--- src/rtl/icap_pkg.sv ---
package icap_pkg;
  localparam int unsigned NCH_DEF  = 4;
  localparam int unsigned CW_DEF   = 16;
  localparam int unsigned SYNC_DEF = 2;
endpackage

--- src/rtl/icap_edge_det.sv ---
module icap_edge_det #(
  parameter int unsigned STAGES = 2
) (
  input  logic clk_i,
  input  logic rst_ni,
  input  logic pin_i,
  input  logic rise_sel_i,
  output logic hit_o
);
  // [STAGES-1:0] synchroniser, [STAGES] previous synchronised level
  logic [STAGES:0] sh_q;

  always_ff @(posedge clk_i or negedge rst_ni) begin
    if (!rst_ni) sh_q <= '0;
    else         sh_q <= {sh_q[STAGES-1:0], pin_i};
  end

  always_comb begin
    if (rise_sel_i) hit_o =  sh_q[STAGES-1] & ~sh_q[STAGES];
    else            hit_o = ~sh_q[STAGES-1] &  sh_q[STAGES];
  end
endmodule

--- src/rtl/icap_channel.sv ---
module icap_channel #(
  parameter int unsigned CW   = 16,
  parameter int unsigned SYNC = 2
) (
  input  logic          clk_i,
  input  logic          rst_ni,
  input  logic          pin_i,
  input  logic          rise_sel_i,
  input  logic [CW-1:0] cnt_i,
  input  logic          clr_i,
  output logic [CW-1:0] cap_o,
  output logic          flag_o,
  output logic          stb_o
);
  logic [CW-1:0] cap_q;
  logic          flag_q;

  icap_edge_det #(.STAGES(SYNC)) u_edge (
    .clk_i      (clk_i),
    .rst_ni     (rst_ni),
    .pin_i      (pin_i),
    .rise_sel_i (rise_sel_i),
    .hit_o      (stb_o)
  );

  always_ff @(posedge clk_i or negedge rst_ni) begin
    if (!rst_ni) begin
      cap_q  <= '0;
      flag_q <= 1'b0;
    end else begin
      if (stb_o) cap_q <= cnt_i;
      // set wins over clear
      if (stb_o)      flag_q <= 1'b1;
      else if (clr_i) flag_q <= 1'b0;
    end
  end

  assign cap_o  = cap_q;
  assign flag_o = flag_q;
endmodule

--- src/rtl/icap_quad.sv ---
module icap_quad
  import icap_pkg::*;
#(
  parameter int unsigned NCH  = NCH_DEF,
  parameter int unsigned CW   = CW_DEF,
  parameter int unsigned SYNC = SYNC_DEF,
  parameter int unsigned AW   = $clog2(2*NCH+2),
  parameter int unsigned DW   = CW/2
) (
  input  logic          clk_i,
  input  logic          rst_ni,
  input  logic [CW-1:0] cnt_i,
  input  logic [NCH-1:0] pin_i,
  input  logic [AW-1:0] addr_i,
  input  logic          rd_i,
  input  logic          wr_i,
  input  logic [DW-1:0] wdata_i,
  output logic [DW-1:0] rdata_o
);
  localparam logic [AW-1:0] FLAG_ADDR = AW'(2*NCH);
  localparam logic [AW-1:0] SEL_ADDR  = AW'(2*NCH+1);

  logic [NCH-1:0]    sel_q, armed_q, flag, stb, clr;
  logic [DW-1:0]     tmp_q, lo_pick;
  logic              hi_hit;
  logic [CW-1:0]     cap [NCH];
  logic [NCH*CW-1:0] cap_flat;

  wire flag_wr = wr_i && (addr_i == FLAG_ADDR);
  wire flag_rd = rd_i && (addr_i == FLAG_ADDR);

  assign clr = flag_wr ? (armed_q & ~wdata_i[NCH-1:0]) : '0;

  for (genvar g = 0; g < NCH; g++) begin : g_ch
    icap_channel #(.CW(CW), .SYNC(SYNC)) u_ch (
      .clk_i      (clk_i),
      .rst_ni     (rst_ni),
      .pin_i      (pin_i[g]),
      .rise_sel_i (sel_q[g]),
      .cnt_i      (cnt_i),
      .clr_i      (clr[g]),
      .cap_o      (cap[g]),
      .flag_o     (flag[g]),
      .stb_o      (stb[g])
    );
    assign cap_flat[g*CW +: CW] = cap[g];
  end

  always_comb begin
    rdata_o = '0;
    hi_hit  = 1'b0;
    lo_pick = '0;
    for (int i = 0; i < NCH; i++) begin
      if (addr_i == AW'(2*i)) begin
        rdata_o = cap[i][CW-1:DW];
        hi_hit  = 1'b1;
        lo_pick = cap[i][DW-1:0];
      end
      if (addr_i == AW'(2*i+1)) rdata_o = tmp_q;
    end
    if (addr_i == FLAG_ADDR) rdata_o = DW'(flag);
    if (addr_i == SEL_ADDR)  rdata_o = DW'(sel_q);
  end

  always_ff @(posedge clk_i or negedge rst_ni) begin
    if (!rst_ni) begin
      sel_q   <= '0;
      armed_q <= '0;
      tmp_q   <= '0;
    end else begin
      if (wr_i && addr_i == SEL_ADDR) sel_q <= wdata_i[NCH-1:0];
      if (rd_i && hi_hit) tmp_q <= lo_pick;
      if (flag_wr)      armed_q <= '0;
      else if (flag_rd) armed_q <= armed_q | flag;
    end
  end
endmodule

--- config.mk ---
export PLATFORM = sky130hd
export DESIGN_NAME = icap_quad
export DESIGN_NICKNAME = d
export VERILOG_FILES = /design/src/rtl/icap_pkg.sv /design/src/rtl/icap_edge_det.sv /design/src/rtl/icap_channel.sv /design/src/rtl/icap_quad.sv
export SDC_FILE = /design/constraint.sdc
export NUM_CORES = 1
export LEC_CHECK = 0
export BUFFER_PORTS_ARGS = -buffer_cell sky130_fd_sc_hd__buf_4
export CAP_MARGIN = 20
export CORE_MARGIN = 5
export CORE_UTILIZATION = 45
export DETAILED_ROUTE_END_ITERATION = 6
export PLACE_DENSITY = 0.66
export SETUP_SLACK_MARGIN = 0.02
export SYNTH_ARGS = -nofsm -noshare
export SYNTH_HDL_FRONTEND = slang
export SYNTH_SLANG_ARGS = --single-unit
export TNS_END_PERCENT = 50
--- constraint.sdc ---
create_clock -name clk_i -period 3.45 [get_ports clk_i]
set_input_delay 0.1725 -clock clk_i [delete_from_list [all_inputs] [get_ports clk_i]]
set_output_delay 0.1725 -clock clk_i [all_outputs]
set_load 0.1 [all_outputs]
==> results_dict.tcl <==
set metrics [dict create \
    cts_hold_buf 5 \
    relSlewSlack_pct 29.5 \
    drive_gt1_share_pct 34.6 \
    fin_cells 532 \
    grt_start_max_net_pins 45 \
    crit_required_ps 3280 \
    grt_pass1_wl_mm 14.9 \
    cts_made_buffers 9 \
    cts_tree "built" \
    r2r_setup_slack_ps 1530 \
    avgSynthCellArea_um2 12.4 \
    die_h_um 109 \
    worstMarginPinSlew_ps 1060 \
    clock_latency_ps 360 \
    clkSinkCount 96 \
    wl_mm 8.92 \
    die_x_um 109 \
    timing.fmax_mhz 486 \
    final-max-slew-violation-count 0 \
    num_vias 2883 \
    drt_iter0_drc 132 \
    postSynthCellCount 355 \
    root_buffer "clkbuf_8" \
    synth_cell_types 39 \
    arrival_ps 1890 \
    rows 36 \
    finalClockSkew_ps 9.14 \
    wl_per_cell_um 16.8 \
    setup_tns_ps 0 \
    synth_edf_count 0 \
    ir_drop_mv 0.203 \
    synth_ff_type "dfrtp_1" \
    cp-start-kind "flop" \
    dp.cells 511 \
    num_antenna_cells 0 \
    viasPerCell 5.42 \
    power_density_mw_per_mm2 603 \
    grt_pass1_vias 2909 \
    start_util_pct 45.6 \
    setup_viol 0 \
    power.leakage_nw 2.06 \
    fin_crit_sh_pct 59.6 \
    core-area_mm2 0.00964 \
    grt_remaining_overflow 0 \
    drcViolationCount 0 \
    worstSetupPathType "flop to primary output" \
    die_area_mm2 0.0118 \
    crit_fanout 2 \
    seq_area_frac_synth_pct 54.6 \
    seqCellArea_mm2 0.00240 \
    status "finished clean" \
    yosys_warnings 0 \
    synth_seq_cells 96 \
    drv_cap 0 \
    port_buffers 39 \
    final_nets 430 \
    multi_input_area_mm2 0.00185 \
    clock_path_buffers 2 \
    post_cts_buffers 0 \
    postRouteAntennaNets 0 \
    first_pass_iters 5 \
    fin_crit_ps 2060 \
    n_fill_cell 877 \
    hold_class "input port to flop" \
    grt.total_usage_pct 16.4 \
    area_growth_pct 13.0 \
    antenna_found_initial 0 \
    netlist_area_mm2 0.00440 \
    place.gp.congestion 0.749 \
    clk_pin_slew_ps 90 \
    rsz0062_at_grt "false" \
    cts_resized 0 \
    syn_nets 391 \
    place_hpwl_mm 5.87 \
    endpoint_kind "primary output" \
    htreeDepth 3 \
    ios 44 \
    async_flop_share_pct 100 \
    hold_viol_final 0 \
]
[cell type report]
type	instances	share of cell area (%)
clock buffers	11	2.64
clock inverters	5	0.680
inverters	2	0.151
multi-input cells	236	37.2
flip-flops and latches	96	48.4
well taps	133	3.35
repair buffers	49	7.66
[synth_stat cells (2+ instances only)]
library cell  count  area [um^2]
o21ai_2           4         35.0
dfrtp_1          96         2400
clkbuf_1          2         7.51
inv_1             2         7.51
a21oi_1          16         80.1
mux2_2           70          788
and2_1            2         12.5
nand2_1          16         60.1
o21ai_0          15         75.1
buf_4             4         30.0
nand3b_1          4         30.0
a22oi_1           6         45.0
a311oi_1          3         26.3
a32oi_1           5         43.8
nand2b_1         16          100
nor2_1           27          101
nor2b_1           4         25.0
or3b_1            4         35.0
nor3_1            5         25.0
buf_6             2         22.5
a221oi_1          6         52.6
mux2i_1           9         90.1
or3_1             2         12.5
a22o_1            2         17.5
buf_2            12         60.1
o21ai_1           4         20.0
a21o_1            5         37.5
[registers in the layout, indices dropped and copies added, names as in the netlist]
register               count
g_ch.u_ch.cap_o           64
g_ch.u_ch.u_edge.sh_q     12
tmp_q                      8
armed_q                    4
g_ch.u_ch.flag_o           4
sel_q                      4
[critical path, stage by stage, from the launching register on]
cell	delay, ps
dfrtp_1	370
nor3_2	60
a2111oi_4	330
a2bb2oi_1	100
a311oi_1	310
buf_4	360
[per-layer routing]
| metal | vias up | global-route usage [%] | share of wire (%) | wire (um) |
|---|---|---|---|---|
| li1 | 1356 | - | - | - |
| met1 | 1454 | 22.9 | 46 | 4110 |
| met2 | 63 | 26.0 | 47 | 4240 |
| met3 | 10 | 2.90 | 5.0 | 445 |
| met4 | 0 | 5.68 | 1.5 | 131 |
| met5 | - | 0 | 0 | 0 |
[placed cells by master (no fill, tap or decap), drive strengths merged, types with 2 or more instances in the layout]
cell type / count
dlygate4sd3: 5
a22oi: 6
clkbuf: 11
o21ai: 23
a22o: 2
nor3: 6
a21o: 5
mux2i: 9
inv: 2
nor2b: 4
nand3b: 4
or3b: 4
nor2: 27
buf: 44
nand3: 2
clkinv: 3
nand2b: 16
a32oi: 5
nand2: 16
a221oi: 6
a311oi: 3
dfrtp: 96
a21oi: 16
or3: 2
mux2: 70
and2: 2
clkinvlp: 2
[metrics by stage]
stage / hold WS (ps) / utilization (%) / worst slack [ps] / cell area (um^2) / power (mW)
final: 49.2 / 51.5 / 1390 / 4970 / 3.00
after floorplan: -123 / - / 82.8 / 4400 / 2.17
after global routing: 40.8 / 51.5 / 1310 / 4970 / 3.18
after detailed placement: 129 / 49.3 / 1440 / 4750 / 2.39
after global placement: 122 / 49.3 / 1440 / 4750 / 2.35
after CTS: 35.7 / 51.5 / 1390 / 4970 / 3.04
[worst paths after layout]
| path | startpoint | to | cells past startpoint |
|---|---|---|---|
| max in group asynchronous | rst_ni | tmp_q[1] | 3 |
| worst min register to register | g_ch[0].u_ch.u_edge.sh_q[0] | g_ch[0].u_ch.u_edge.sh_q[1] | 0 |
| worst min-delay path | wdata_i[1] | sel_q[1] | 2 |
| min in group asynchronous | rst_ni | g_ch[1].u_ch.cap_o[12] | 2 |
| worst max-delay path | g_ch[0].u_ch.cap_o[14] | rdata_o[6] | 5 |
| worst max register to register | g_ch[3].u_ch.u_edge.sh_q[1] | g_ch[3].u_ch.cap_o[4] | 3 |
[cell families (layout without fill, tap and decap cells)]
| kind of cell | count (synthesis) | in the layout | synth area share [%] |
|---|---|---|---|
| multiplexers | 80 | 80 | 20.5 |
| flip-flops | 96 | 96 | 54.6 |
| AND/OR/NAND/NOR | 87 | 87 | 10.7 |
| buffers and inverters | 23 | 67 | 3.36 |
| AO/OA/AOI/OAI | 69 | 69 | 10.8 |
[power by group]
part / switching [mW] / leakage, nW / total [mW] / internal (mW)
clock: 0.379 / 0.0793 / 0.640 / 0.261
combinational: 0.398 / 0.867 / 0.780 / 0.382
sequential: 0.159 / 1.11 / 1.58 / 1.42
(Power assumes the default switching activity.)
